## src/rtl/pwm_action_stage.sv

```systemverilog
module pwm_action_stage (
  input  logic       clk,
  input  logic       rst_n,
  input  logic       tick,
  input  logic       ev_zero,
  input  logic       ev_period,
  input  logic       ev_cmpa_up,
  input  logic       ev_cmpb_up,
  input  logic       wr_en,
  input  logic [1:0] wr_sel,
  input  logic [9:0] wr_data,
  output logic       pwm_a,
  output logic       pwm_b
);
  localparam logic [1:0] SEL_ACT_A = 2'd0;
  localparam logic [1:0] SEL_ACT_B = 2'd1;
  localparam logic [1:0] SEL_FORCE = 2'd2;
  localparam logic [1:0] SEL_MODE  = 2'd3;

  // packed action word: [7:6] cmp B, [5:4] cmp A, [3:2] period, [1:0] zero
  logic [7:0] act_a, act_b;
  logic [3:0] frc_shadow, frc_active, frc_next;
  logic [1:0] reload_mode;
  logic       reload_now;

  function automatic logic step(input logic cur, input logic [1:0] code);
    case (code)
      2'b01:   return 1'b0;
      2'b10:   return 1'b1;
      2'b11:   return ~cur;
      default: return cur;
    endcase
  endfunction

  function automatic logic resolve(input logic cur, input logic [7:0] w,
                                   input logic z, input logic p,
                                   input logic a, input logic b);
    logic v;
    v = cur;
    if (z) v = step(v, w[1:0]);
    if (p) v = step(v, w[3:2]);
    if (a) v = step(v, w[5:4]);
    if (b) v = step(v, w[7:6]);
    return v;
  endfunction

  function automatic logic apply_force(input logic evt, input logic [1:0] f);
    case (f)
      2'b01:   return 1'b0;
      2'b10:   return 1'b1;
      default: return evt;
    endcase
  endfunction

  always_comb begin
    case (reload_mode)
      2'b00:   reload_now = tick & ev_zero;
      2'b01:   reload_now = tick & ev_period;
      2'b10:   reload_now = tick & (ev_zero | ev_period);
      default: reload_now = 1'b1;
    endcase
  end

  assign frc_next = reload_now ? frc_shadow : frc_active;

  always_ff @(posedge clk or negedge rst_n) begin
    if (!rst_n) begin
      act_a       <= '0;
      act_b       <= '0;
      frc_shadow  <= '0;
      reload_mode <= '0;
    end else if (wr_en) begin
      case (wr_sel)
        SEL_ACT_A: act_a       <= {wr_data[9:8], wr_data[5:0]};
        SEL_ACT_B: act_b       <= {wr_data[9:8], wr_data[5:0]};
        SEL_FORCE: frc_shadow  <= wr_data[3:0];
        SEL_MODE:  reload_mode <= wr_data[7:6];
        default:   ;
      endcase
    end
  end

  always_ff @(posedge clk or negedge rst_n) begin
    if (!rst_n) begin
      frc_active <= '0;
      pwm_a      <= 1'b0;
      pwm_b      <= 1'b0;
    end else begin
      frc_active <= frc_next;
      if (tick) begin
        pwm_a <= apply_force(resolve(pwm_a, act_a, ev_zero, ev_period, ev_cmpa_up, ev_cmpb_up), frc_next[1:0]);
        pwm_b <= apply_force(resolve(pwm_b, act_b, ev_zero, ev_period, ev_cmpa_up, ev_cmpb_up), frc_next[3:2]);
      end
    end
  end
endmodule

```

## config.mk

```make
export PLATFORM = sky130hd
export DESIGN_NAME = pwm_action_stage
export DESIGN_NICKNAME = d
export VERILOG_FILES = /design/src/rtl/pwm_action_stage.sv
export SDC_FILE = /design/constraint.sdc
export NUM_CORES = 1
export LEC_CHECK = 0
export ABC_AREA = 1
export CORE_UTILIZATION = 52
export DETAILED_ROUTE_END_ITERATION = 6
export GPL_TIMING_DRIVEN = 0
export PLACE_DENSITY_LB_ADDON = 0.08
export SYNTH_ARGS = -nofsm -noshare
export SYNTH_HDL_FRONTEND = slang
export SYNTH_SLANG_ARGS = --single-unit
```

## constraint.sdc

```tcl
create_clock -name clk -period 2.5 [get_ports clk]
set_input_delay 0.25 -clock clk [delete_from_list [all_inputs] [get_ports clk]]
set_output_delay 0.25 -clock clk [all_outputs]
set_load 0.02 [all_outputs]
```

==> results of run 1 <==
worst max-delay path by stage:
stage,end,cells after the start
2_1_floorplan,pwm_a,12
3_3_place_gp,pwm_a,10
3_5_place_dp,pwm_b,10
4_1_cts,pwm_b,12
5_1_grt,pwm_a,12
6_report,pwm_b,12
metrics by stage:
| stage | utilization (%) | hold slack, ns | cell area [sq um] |
|---|---|---|---|
| after global routing | 66.7 | 0.479 | 1680 |
| after detailed placement | 65.6 | 0.475 | 1660 |
| final | 66.7 | 0.452 | 1680 |
| after CTS | 66.5 | 0.479 | 1680 |
| after floorplan | - | -0.0456 | 1420 |
| after global placement | 65.6 | 0.469 | 1660 |
cell usage in the layout (no fill, tap or decap), types with 3 or more instances in the layout:
cell	n
nand2_1	54
nor2_1	6
nand3_2	4
clkbuf_4	3
nand3_1	14
inv_1	27
a21oi_1	5
buf_2	3
o21ai_0	22
ha_1	5
dfrtp_1	28
clkdlybuf4s50_1	19
what timing repair did:
action,in CTS,in global routing
setup endpoints to repair,0,0
endpoints found under the hold margin,0,28
hold buffers,0,1
worst max-delay path, delay by kind of cell (launching register included):
| kind | cells | cell delay (ns) |
|---|---|---|
| AND/OR/NAND/NOR | 2 | 0.12 |
| AO/OA/AOI/OAI | 5 | 0.70 |
| buffers and inverters | 3 | 0.15 |
| flip-flops | 1 | 0.40 |
| adder cells (fa/ha/maj) | 2 | 0.61 |
metal layers:
metal  vias up  global-route usage [%]  share of wire, %
met4         0                    8.12              0.87
met1       531                    26.3                47
met2        19                    38.0                50
met3         3                    2.50               2.3
li1        602                       -                 -
met5         -                       0                 0
power groups by stage:
stage	sequential (mW)	combinational, mW	clock [mW]
3_3_place_gp	0.618	0.402	0
6_report	0.612	0.413	0.176
2_1_floorplan	0.624	0.274	0
3_5_place_dp	0.622	0.416	0
4_1_cts	0.612	0.418	0.184
5_1_grt	0.627	0.473	0.202
logic make-up after synthesis:
logic type	synth area share, %
flops	49.4
buf+inv	9.44
compound gates	13.1
fa+ha+maj	4.41
simple gates	23.7
sequential cells by signal, summed over array words and instances, names as in the netlist:
| signal | cells |
|---|---|
| act_b | 8 |
| frc_shadow | 4 |
| act_a | 8 |
| frc_active | 4 |
| reload_mode | 2 |
| pwm_b | 1 |
| pwm_a | 1 |
area by class of cell:
cell class	instances	area, sq um	share of cell area (%)
Inverter	30	113	6.69
Buffer	3	21.3	1.26
Sequential cell	28	701	41.6
Clock buffer	3	22.5	1.34
Multi-Input combinational cell	115	583	34.6
Tap cell	30	37.5	2.23
Timing Repair Buffer	21	205	12.2
==> metrics.md, run 1 <==
| Metric | Value |
|---|---|
| Slew Viols, Final | 0 |
| Final setup vio count | 0 |
| Dominant cell type by area after synthesis | dfrtp_1 |
| Data arrival, critical path | 2.31 ns |
| Die boundary width | 54.2 um |
| Leakage Power | 0.887 nW |
| Critical R2R Capture | pwm_b |
| Share of total power in combinational logic | 34.4% |
| Final net count | 227 |
| Critical path launch point type | flop |
| Worst reg2reg startpoint | reload_mode[0] |
| Share of the synthesized area in the top cell type | 49.4% |
| Final TNS setup | 0 ns |
| Sequential element share of the synthesized area | 49.4% |
| Placed insts | 226 |
| Fill cell count | 214 |
| Clk buf depth | 2 |
| Final Cycle Share | 83.6% |
| RSZ-0062 raised after global routing | false |
| Via count | 1155 |
| Routed Wire Length | 2650 um |
| Clock Power Share | 14.7% |
| CTS Root Cell | clkbuf_4 |
| Async SR Flop Fraction | 100% |
| Post-Synthesis Net Count | 201 |
| CTS Sinks | 28 |
| Setup WS pre-CTS | 0.342 ns |
| Yosys reg bits | 28 |
| Setup WS post-layout | 0.410 ns |
| Final ANT Viol Nets | 0 |
| Predominant post-synthesis flop cell | dfrtp_1 |
| Rel. slew slack | 59.7% |
| Vias per inst | 5.02 |
| Port Buffers | 20 |
| Crit-path most repeated cell | inv_1 |
| Crit Path Category | flop to flop |
| Fmax achieved | 479 MHz |
| Largest net degree at the start of global routing | 29 |
| R2R Setup Slk | 0.41 ns |
| Antenna diode count | 0 |
| Top Ports | 22 |
| EDFF count, synth | 0 |
| Worst path required time | 2.72 ns |
| Max-cap violations | 0 |
| Sw Share | 34.6% |
| Worst min path class | input pin to async pin |
| Placeable Area | 2520 sq um |
| Tmin final | 2.09 ns |
| Most numerous cell in the Yosys netlist | nand2_1 |
| Dominant cells by area after synthesis | dfrtp_1 (49%), nand2_1 (14%), o21ai_0 (7.8%), inv_1 (7.1%), nand3_1 (4.9%) |
| Post-CTS Setup Inserts | 0 |
| CP Cell Sequence | inv_1, ha_1, inv_1, a21oi_1, nor2_1, a21o_4, nand2_1, o21ai_0, ha_1, inv_1, a21oi_1, a21oi_2 |
| Clock skew | 0.00366 ns |
| Post_cts resized | 0 |
| Worst-Margin Slew | 0.604 ns |
| Internal power | 0.786 mW |
| Post-Syn Area per Cell | 8.05 sq um |
| H-tree levels | 1 |
| Residual DRC | 0 |
| Chip height | 54.2 um |
| Starting DRT DRC Count | 26 |
| Power Density | 714 nW/um^2 |
| Final instance count without filler cells | 230 |
| CTS tree | yes |
| GP Congestion | 0.810 |
| Ys Warns | 0 |
| Crit. End Element | flop |
| Area grow syn2layout | 18.7% |
| Starting Density | 56.2% |
| CTS Buf Count | 3 |
| DP HPWL | 2090 um |
| Final Power | 1.20 mW |
| P_sw | 0.415 mW |
| Routed len/inst | 11.5 um |
| Crit-path max cell delay | 0.40 ns |
| First-pass GRT wire length | 4440 um |
| First drt pass iteration count | 4 |
| Die ar. | 2940 sq um |
| Synth unique cells | 16 |
| Residual overflow from global routing | 0 |
| Worst-path clk slew | 0.13 ns |
| Number of antenna violations at the first check in global routing | 0 |
| Share of cells above drive strength 1 | 9.00% |
| Commonest cells in the netlist | nand2_1 (54), dfrtp_1 (28), inv_1 (27) |
| Crit-path slowest cell | dfrtp_1 |
| Number of global-route vias before repair | 1085 |
| Worst Setup SP | reload_mode[0] |
| Cells after Synth | 176 |
| Clk Latency, worst-skew pair | 0.32 ns |
| Register share of total power | 50.9% |
| FP Rows | 18 |
| R2R depth | 12 |
| GRT Util Overall | 21.4% |
| Final hold viol count | 0 |
| Synthesized area | 1420 sq um |
| Max VDD drop | 480 uV |
| Status | completed |
| Max FO, Critical Path | 8 |
(Power assumes the default switching activity.)
==> run 2, diff against run 1 <==
==> constraint.sdc (replaced) <==
create_clock -name clk -period 2 [get_ports clk]
set_input_delay 0.2 -clock clk [delete_from_list [all_inputs] [get_ports clk]]
set_output_delay 0.2 -clock clk [all_outputs]
set_load 0.02 [all_outputs]
==> metrics.md, run 2 (synthesized netlist as in run 1, its figures left out) <==
| Metric | Value |
|---|---|
| Status | completed |
| Fmax achieved | 501 MHz |
| Final setup vio count | 0 |
| Clock skew | 0.00176 ns |
| Largest registers | act_a: 8 flops, act_b: 8 flops |
| Sw Share | 35.6% |
| Die ar. | 2940 sq um |
| Vias per inst | 5.01 |
| CTS Root Cell | clkbuf_4 |
| Largest net degree at the start of global routing | 29 |
| Die boundary width | 54.2 um |
| Final hold slack | 0.401 ns |
| Share of total power in combinational logic | 38.1% |
| Tmin final | 2.00 ns |
| GRT Util Overall | 21.8% |
| Power Density | 906 nW/um^2 |
| CTS tree | yes |
| Routed len/inst | 11.9 um |
| Clock Power Share | 14.0% |
| Final Power | 1.60 mW |
| Residual DRC | 0 |
| Residual overflow from global routing | 0 |
| Critical path launch point type | flop |
| Register share of total power | 47.9% |
| Clk buf depth | 2 |
| Crit-path max cell delay | 0.44 ns |
| Final ANT Viol Nets | 0 |
| Leakage Power | 0.903 nW |
| Clk Latency, worst-skew pair | 0.32 ns |
| Number of antenna violations at the first check in global routing | 0 |
| CP Cell Sequence | ha_4, inv_2, a21oi_2, nor2_2, a21o_4, nand2_2, o21ai_2, ha_4, inv_2, a21oi_2, a21oi_2 |
| Placed cell area | 1660 sq um |
| Internal power | 1.03 mW |
| Top Ports | 22 |
| Port Buffers | 20 |
| Number of global-route vias before repair | 1110 |
| Worst path required time | 2.23 ns |
| Share of cells above drive strength 1 | 17.7% |
| Crit-path slowest cell | dfrtp_1 |
| Max FO, Critical Path | 8 |
| P_sw | 0.570 mW |
| Worst-Margin Slew | 0.610 ns |
| Final TNS setup | 0 ns |
| Via count | 1167 |
| Crit-path most repeated cell | a21oi_2 |
| H-tree levels | 1 |
| Chip height | 54.2 um |
| Worst-path clk slew | 0.13 ns |
| Data arrival, critical path | 2.22 ns |
| CTS Buf Count | 3 |
| Final Cycle Share | 99.9% |
| Worst min path class | input pin to async pin |
| RSZ-0062 raised after global routing | true |
| Slew Viols, Final | 0 |
| Fill cell count | 204 |
| FP Rows | 18 |
| First drt pass iteration count | 4 |
| CTS Sinks | 28 |
| First-pass GRT wire length | 4530 um |
| Max VDD drop | 799 uV |
| Routed Wire Length | 2770 um |
| GP Congestion | 0.810 |
| Area grow syn2layout | 24.5% |
| Rel. slew slack | 59.3% |
| Starting Density | 56.2% |
| Commonest non-fill, non-tap cell in the layout | nand2_1 |
| Register Area | 701 sq um |
| Placeable Area | 2520 sq um |
| Final net count | 230 |
| Max-cap violations | 0 |
| Design area | 1770 sq um |
| DP HPWL | 2090 um |
| Final hold viol count | 0 |
| Commonest cells after routing, fill and taps aside | nand2_1 (50), dfrtp_1 (28), inv_1 (24) |
| Crit. End Element | flop |
| Starting DRT DRC Count | 24 |
| Crit Path Category | flop to flop |
| Final core occ | 70.0% |
| Antenna diode count | 0 |
| Multi-input gate area | 639 sq um |
run 2: cell count changes in the layout (fill, tap and decap cells not counted), sizes merged:
cell / before / now
buf: 4 / 7
run 2: power groups by stage:
stage,clock [mW],sequential [mW],combinational [mW]
after global placement,0,0.773,0.502
final,0.224,0.766,0.610
after CTS,0.230,0.763,0.547
after detailed placement,0,0.777,0.520
after floorplan,0,0.780,0.342
after global routing,0.252,0.786,0.687
run 2: path summary, 6_finish.rpt:
path / start / end / slack (ns) / depth (start not counted)
worst min-delay path: rst_n / act_b[3] / 0.40 / 2
max in group asynchronous: rst_n / act_b[6] / 1.21 / 2
worst max-delay path: reload_mode[1] / pwm_a / 0.003 / 11
worst min register to register: act_a[7] / act_a[7] / 0.50 / 2
worst max register to register: reload_mode[1] / pwm_a / 0.003 / 11
min in group clk: wr_data[4] / act_a[4] / 0.43 / 3
run 2: layout make-up:
type                       count  area share [%]
inverter                      30            6.38
multi-input combinational    115            36.2
tap                           30            2.13
timing repair buffer          24            13.1
sequential                    28            39.7
buffer                         3            1.20
clock buffer                   3            1.28
run 2: critical path, delay by kind of cell, from the launching register on:
family | cells | cell delay, ns
and+or+nand+nor | 2 | 0.12
buffers and inverters | 2 | 0.06
adders and majority gates | 2 | 0.56
AOI/OAI and AO/OA | 5 | 0.70
DFF | 1 | 0.44
run 2: metal layers:
metal / GRT usage (%) / up-vias / wire [um] / part of all wire (%)
met2: 39.0 / 23 / 1390 / 50
met5: 0 / - / 0 / 0
met3: 2.50 / 3 / 79 / 2.9
met4: 8.12 / 0 / 23 / 0.83
li1: - / 607 / - / -
met1: 26.6 / 534 / 1280 / 46
run 2: metrics by stage:
step	std cells	setup WS [ns]
floorplan	176	0.107
global placement	226	-0.0453
detailed placement	226	-0.108
CTS	231	0.0201
global route	233	-0.0735
finish	233	0.00255
run 2: what timing repair did:
item,4_1_cts,5_1_grt
endpoints found under the hold margin,0,28
hold buffers,0,1
pin swaps,0,10
setup endpoints to repair,2,2
setup buffers,2,1
resized for setup,4,14
